$ cat src/rtl/kmul_pkg.sv
package kmul_pkg;
  localparam int LATENCY = 3;
  localparam int DEF_HALF_W = 17;
endpackage

$ cat src/rtl/kmul_presub.sv
module kmul_presub #(
  parameter int HALF_W = 17
) (
  input  logic                     clk,
  input  logic [2*HALF_W-1:0]      op_a,
  input  logic [2*HALF_W-1:0]      op_b,
  output logic [HALF_W-1:0]        a_hi,
  output logic [HALF_W-1:0]        a_lo,
  output logic [HALF_W-1:0]        b_hi,
  output logic [HALF_W-1:0]        b_lo,
  output logic signed [HALF_W:0]   a_diff,
  output logic signed [HALF_W:0]   b_diff
);
  // halves and their differences share one register stage
  always_ff @(posedge clk) begin
    a_hi   <= op_a[2*HALF_W-1:HALF_W];
    a_lo   <= op_a[HALF_W-1:0];
    b_hi   <= op_b[2*HALF_W-1:HALF_W];
    b_lo   <= op_b[HALF_W-1:0];
    a_diff <= $signed({1'b0, op_a[2*HALF_W-1:HALF_W]}) - $signed({1'b0, op_a[HALF_W-1:0]});
    b_diff <= $signed({1'b0, op_b[2*HALF_W-1:HALF_W]}) - $signed({1'b0, op_b[HALF_W-1:0]});
  end
endmodule

$ cat src/rtl/kmul_mult.sv
module kmul_mult #(
  parameter int  A_W     = 17,
  parameter int  B_W     = 17,
  parameter bit  IS_SIGN = 1'b0
) (
  input  logic               clk,
  input  logic [A_W-1:0]     fa,
  input  logic [B_W-1:0]     fb,
  output logic [A_W+B_W-1:0] prod
);
  generate
    if (IS_SIGN) begin : g_signed
      always_ff @(posedge clk) prod <= $signed(fa) * $signed(fb);
    end else begin : g_unsigned
      always_ff @(posedge clk) prod <= fa * fb;
    end
  endgenerate
endmodule

$ cat src/rtl/kmul_combine.sv
module kmul_combine #(
  parameter int HALF_W = 17
) (
  input  logic                        clk,
  input  logic [2*HALF_W-1:0]         p_hh,
  input  logic [2*HALF_W-1:0]         p_ll,
  input  logic [2*HALF_W+1:0]         p_dd,
  output logic signed [2*HALF_W+2:0]  mid_full,
  output logic [4*HALF_W-1:0]         prod
);
  localparam int MID_W = 2*HALF_W + 1;

  logic [MID_W-1:0] mid_u;

  // cross term = hh + ll - dd; dd is signed and sign-extended by one bit
  always_comb begin
    mid_full = $signed({3'b000, p_hh}) + $signed({3'b000, p_ll})
             - $signed({p_dd[2*HALF_W+1], p_dd});
    mid_u    = mid_full[MID_W-1:0];
  end

  always_ff @(posedge clk) begin
    prod <= {p_hh, {(2*HALF_W){1'b0}}}
          + {{(HALF_W-1){1'b0}}, mid_u, {HALF_W{1'b0}}}
          + {{(2*HALF_W){1'b0}}, p_ll};
  end
endmodule

$ cat src/rtl/kmul2_top.sv
module kmul2_top
  import kmul_pkg::*;
#(
  parameter int HALF_W = DEF_HALF_W
) (
  input  logic                  clk,
  input  logic                  rst,
  input  logic                  in_valid,
  input  logic [2*HALF_W-1:0]   in_a,
  input  logic [2*HALF_W-1:0]   in_b,
  output logic                  out_valid,
  output logic [4*HALF_W-1:0]   out_prod
);
  localparam int OP_W = 2*HALF_W;
  localparam int DP_W = 2*HALF_W + 2;

  logic [HALF_W-1:0]        a_hi, a_lo, b_hi, b_lo;
  logic signed [HALF_W:0]   a_diff, b_diff;
  logic [OP_W-1:0]          p_hh, p_ll;
  logic [DP_W-1:0]          p_dd;
  logic signed [OP_W+2:0]   mid_full;
  logic [LATENCY-1:0]       vpipe;

  kmul_presub #(.HALF_W(HALF_W)) u_pre (
    .clk(clk), .op_a(in_a), .op_b(in_b),
    .a_hi(a_hi), .a_lo(a_lo), .b_hi(b_hi), .b_lo(b_lo),
    .a_diff(a_diff), .b_diff(b_diff)
  );

  kmul_mult #(.A_W(HALF_W), .B_W(HALF_W), .IS_SIGN(1'b0)) u_mhh (
    .clk(clk), .fa(a_hi), .fb(b_hi), .prod(p_hh)
  );

  kmul_mult #(.A_W(HALF_W), .B_W(HALF_W), .IS_SIGN(1'b0)) u_mll (
    .clk(clk), .fa(a_lo), .fb(b_lo), .prod(p_ll)
  );

  kmul_mult #(.A_W(HALF_W+1), .B_W(HALF_W+1), .IS_SIGN(1'b1)) u_mdd (
    .clk(clk), .fa(a_diff), .fb(b_diff), .prod(p_dd)
  );

  kmul_combine #(.HALF_W(HALF_W)) u_cmb (
    .clk(clk), .p_hh(p_hh), .p_ll(p_ll), .p_dd(p_dd),
    .mid_full(mid_full), .prod(out_prod)
  );

  always_ff @(posedge clk) begin
    if (rst) vpipe <= '0;
    else     vpipe <= {vpipe[LATENCY-2:0], in_valid};
  end

  assign out_valid = vpipe[LATENCY-1];
endmodule

$ cat config.mk
export PLATFORM = sky130hd
export DESIGN_NAME = kmul2_top
export DESIGN_NICKNAME = d
export VERILOG_FILES = /design/src/rtl/kmul_pkg.sv /design/src/rtl/kmul_presub.sv /design/src/rtl/kmul_mult.sv /design/src/rtl/kmul_combine.sv /design/src/rtl/kmul2_top.sv
export SDC_FILE = /design/constraint.sdc
export NUM_CORES = 2
export LEC_CHECK = 0
export BUFFER_PORTS_ARGS = -buffer_cell sky130_fd_sc_hd__buf_2
export CORE_ASPECT_RATIO = 0.6
export CORE_MARGIN = 2
export CORE_UTILIZATION = 35
export DETAILED_ROUTE_END_ITERATION = 10
export SLEW_MARGIN = 20
export SYNTH_ARGS = -nofsm -noshare
export SYNTH_HDL_FRONTEND = slang
export SYNTH_HIERARCHICAL = 1
export SYNTH_SLANG_ARGS = --single-unit
$ cat constraint.sdc
create_clock -name clk -period 8.9 [get_ports clk]
set_input_delay 1.335 -clock clk [delete_from_list [all_inputs] [get_ports clk]]
set_output_delay 1.335 -clock clk [all_outputs]
set_load 0.05 [all_outputs]
Word level (Yosys, flattened, before mapping)
Index checks and enable logic that the tools add are counted.
{"block": "word_totals", "output_inout_bits": 69, "elab_cells": 20, "in_bits": 71, "register_bits": 278}
{"block": "classes", "multipliers": 3, "n_addsub": 6}
{"operator": "68-bit by 34-bit adder with 68-bit output", "count": 1}
{"operator": "68-bit by 52-bit adder with 68-bit output", "count": 1}
{"operator": "17-bit by 17-bit multiplier with 34-bit output", "count": 2}
{"operator": "17-bit by 17-bit subtractor with 18-bit output", "count": 2}
{"operator": "34-bit by 34-bit adder with 35-bit output", "count": 1}
{"operator": "18-bit by 18-bit multiplier with 35-bit output", "count": 1}
{"operator": "35-bit subtractor", "count": 1}

Logic depth before layout (Yosys ltp)
{"block": "logic_depth", "depth_word": 4, "mapped_depth": 31}

Hierarchy
The synthesis kept the hierarchy.
{"mod": "kmul_mult at u_mdd", "cells_each": 1417, "seq_area_each_um2": 720.7, "area_each_um2": 13063.8, "n_inst": 1}
{"mod": "kmul_mult at u_mhh", "cells_each": 1192, "seq_area_each_um2": 680.7, "area_each_um2": 10482.6, "n_inst": 1}
{"mod": "kmul_mult at u_mll", "cells_each": 1163, "seq_area_each_um2": 680.7, "area_each_um2": 10328.7, "n_inst": 1}
{"mod": "kmul_combine", "cells_each": 908, "seq_area_each_um2": 1361.3, "area_each_um2": 7174.4, "n_inst": 1}
{"mod": "kmul_presub", "cells_each": 352, "seq_area_each_um2": 2082.0, "area_each_um2": 3788.6, "n_inst": 1}
{"mod": "kmul2_top", "cells_each": 6, "seq_area_each_um2": 60.1, "area_each_um2": 78.8, "n_inst": 1}

Worst setup path before layout
OpenSTA, ideal clock, no wires.
{"block": "synth_timing", "path_kind": "reg2reg", "from": "register u_pre.a_diff[17]", "to": "register, netlist name u_mdd/prod[35]", "setup_ns": 0.103, "path_buffers": 1, "arrival_ns": 6.392, "path_stages_with_launch": 25, "slack_ns": 2.404, "path_cell_list": "dfxtp_1 -> clkbuf_1 -> nand2_1 -> inv_1 -> fa_1 -> inv_1 -> fa_1 -> inv_1 -> ha_1 -> inv_1 -> fa_1 -> inv_1 -> fa_1 -> inv_1 -> fa_1 -> inv_1 -> ha_1 -> a21o_1 -> a21o_1 -> a21oi_1 -> and2b_2 -> o21ai_0 -> a31oi_2 -> mux2i_1 -> a2111oi_2"}
{"element": "start: declaration", "line_no": "kmul_presub.sv:11", "rtl": "output logic signed [HALF_W:0] a_diff,"}
{"element": "start signal: assignment", "line_no": "kmul_presub.sv:20", "rtl": "a_diff <= $signed({1'b0, op_a[2*HALF_W-1:HALF_W]}) - $signed({1'b0, op_a[HALF_W-1:0]});"}

Final worst setup path
{"block": "layout_timing", "from": "register u_mhh.prod[0]", "to": "register u_cmb.prod[62]"}
{"block": "layout_between", "elab_chain_len": 4}
{"element": "start: declaration", "line_no": "kmul_mult.sv:9", "rtl": "output logic [A_W+B_W-1:0] prod"}
{"element": "start signal: assignment", "line_no": "kmul_mult.sv:15", "rtl": "always_ff @(posedge clk) prod <= fa * fb;"}
{"element": "34-bit by 34-bit adder with 35-bit output", "line_no": "kmul_combine.sv:17", "rtl": "mid_full = $signed({3'b000, p_hh}) + $signed({3'b000, p_ll})"}
{"element": "35-bit subtractor", "line_no": "kmul_combine.sv:18", "rtl": "- $signed({p_dd[2*HALF_W+1], p_dd});"}
{"element": "named net mid_full[34]", "line_no": "kmul2_top.sv:21", "rtl": "logic signed [OP_W+2:0] mid_full;"}
{"element": "68-bit by 52-bit adder with 68-bit output", "line_no": "kmul_combine.sv:24", "rtl": "+ {{(HALF_W-1){1'b0}}, mid_u, {HALF_W{1'b0}}}"}
{"element": "68-bit by 34-bit adder with 68-bit output", "line_no": "kmul_combine.sv:25", "rtl": "+ {{(2*HALF_W){1'b0}}, p_ll};"}
{"element": "end signal: assignment", "line_no": "kmul_combine.sv:23", "rtl": "prod <= {p_hh, {(2*HALF_W){1'b0}}}"}
{"element": "end: declaration", "line_no": "kmul_combine.sv:9", "rtl": "output logic [4*HALF_W-1:0] prod"}
The timed path passes the listed nets, and every way through them passes these cells.
A chain may end at the register's enable or synchronous reset.

==> impl_metrics.ini <==
[outcome]
status = finished, final reports clean

[timing]
slew_violations = 0
fin_skew_ns = 0.0295
max-slew-margin-rel_pct = 23.5
period_share_pct = 82.4
setup_viol = 0
hold_viol = 0
tns_ns = 0
fin_crit_ns = 7.34
tightestPinTransition_ns = 1.15
rsz0062_at_grt = no
setup_ws_ns = 1.56
fmaxAchievable_mhz = 136

[worst_setup_path]
crit_path_start_kind = flop
timing.critical_path.buf_inv = 0
cp-end-kind = flop
crit_arrival_ns = 7.82
cpMostUsedCell = a21oi_1
cpLargestDelayFamily = compound AO/OA/AOI/OAI gates
cp_data_required_time_ns = 9.39
rrSetupSlack_ns = 1.56
crit_path_max_fanout = 7
crit_start = u_mhh/prod[0]
cpMaxStageDelayCell = a211oi_1
reg2reg_to = u_cmb/prod[62]
path_class = reg2reg
crit_end = u_cmb/prod[62]
r2r_start = u_mhh/prod[0]
path_depth = 29
slowest_delay_ns = 0.83
worstRegToRegCells = 29

[grt]
gr-usage-all-layers_pct = 21.6
use_met1_pct = 34.5
busiest_layer = met1
overflow = 0
grt_pass1_wl_mm = 214
grt_max_degree = 20
antenna_found_initial = 6
grt_util_met2_pct = 27.9
first_global_vias = 33900
grt.met3_usage_pct = 6.05

[clock_tree]
clk_path_buf_depth = 3
cts_buffers = 28
path_clk_slew_ns = 0.08
ctsHtreeMaxLevel = 1
root_buffer = clkbuf_16
insertion_delay_ns = 0.61
ctsResizeCount = 0
cts_sinks = 278
postCtsSetupBuffers = 0
cts_tree = yes
holdBufCountCts = 0

[finish]
final_nets = 6338
drive_gt1_share_pct = 5.20
mostFrequentLayoutCells = inv_1, fa_1, nand2_1
utilization_pct = 37.9
fillers = 12800
final_area_um2 = 47900
diodes = 0
final_common_cell = inv_1
synthToLayoutAreaGrowth_pct = 7.26

[synthesis]
synthesis.nets = 6307
synth_area_um2 = 44700
avgSynthCellArea_um2 = 8.92
netlist_instances = 5007
synth_warnings = 6

[routing]
vias_per_cell = 5.04
wl_mm = 141
drc = 0
dr.pass1.iters = 6
wire_per_inst_um = 20.8
drt_iter0_drc = 3206
vias = 34100
ant_nets = 0

[placed_design]
portBuffers = 139
dpl_cell_area_um2 = 47000
place_congestion = 0.966
hpwlAfterDp_mm = 116
dp_slack_ns = 1.67

[floorplanning]
fp.dieW_um = 465
num_io_pins = 140
initial_core_util_pct = 35.3
num_rows = 101
coreArea_um2 = 126000
die_area_um2 = 131000
fp.dieH_um = 281

[min_path]
hp-class = reg2reg

[job]
maxCapViolCount = 0
[flip-flops by register name, summed over array words and instances (netlist names)]
name	count
u_mhh/prod	34
u_pre/a_diff	18
vpipe	3
u_cmb/prod	68
u_pre/b_lo	17
u_pre/b_hi	17
u_pre/b_diff	18
u_pre/a_hi	17
u_pre/a_lo	17
u_mdd/prod	35
u_mll/prod	34
[metrics by stage]
| step | std cells | hold WS [ns] |
|---|---|---|
| 2_1_floorplan | 5007 | 0.334 |
| 3_3_place_gp | 6707 | 0.339 |
| 3_5_place_dp | 6707 | 0.351 |
| 4_1_cts | 6758 | 0.358 |
| 5_1_grt | 6758 | 0.368 |
| 6_report | 6758 | 0.365 |
[routing by layer]
layer / vias up / wire length, um
met4: 0 / 3230
met2: 1442 / 52200
met3: 112 / 14400
met5: - / 0
li1: 15500 / -
met1: 17100 / 70900
[worst min-delay path by stage]
stage | startpoint | slack (ns) | end | depth (start not counted)
after floorplan | u_mll/prod[0] | 0.33 | u_cmb/prod[0] | 0
after global placement | u_mll/prod[0] | 0.34 | u_cmb/prod[0] | 0
after detailed placement | u_mll/prod[0] | 0.35 | u_cmb/prod[0] | 0
after CTS | u_mll/prod[3] | 0.36 | u_cmb/prod[3] | 0
after global routing | u_mll/prod[2] | 0.37 | u_cmb/prod[2] | 0
final | u_mll/prod[3] | 0.37 | u_cmb/prod[3] | 0
[area by class of cell]
class                   count  area [um^2]  share of cell area [%]
flip-flops and latches    278         5570                    11.6
clock inverters            16          150                   0.313
repair buffers            149          771                    1.61
clock buffers              35          768                    1.60
multi-input cells        3494        34400                    71.9
well taps                1699         2130                    4.44
inverters                1087         4080                    8.52
Power is left out: the tool's default activity adds up to more than one toggle a clock period on the data nets, which glitch-free logic cannot reach.
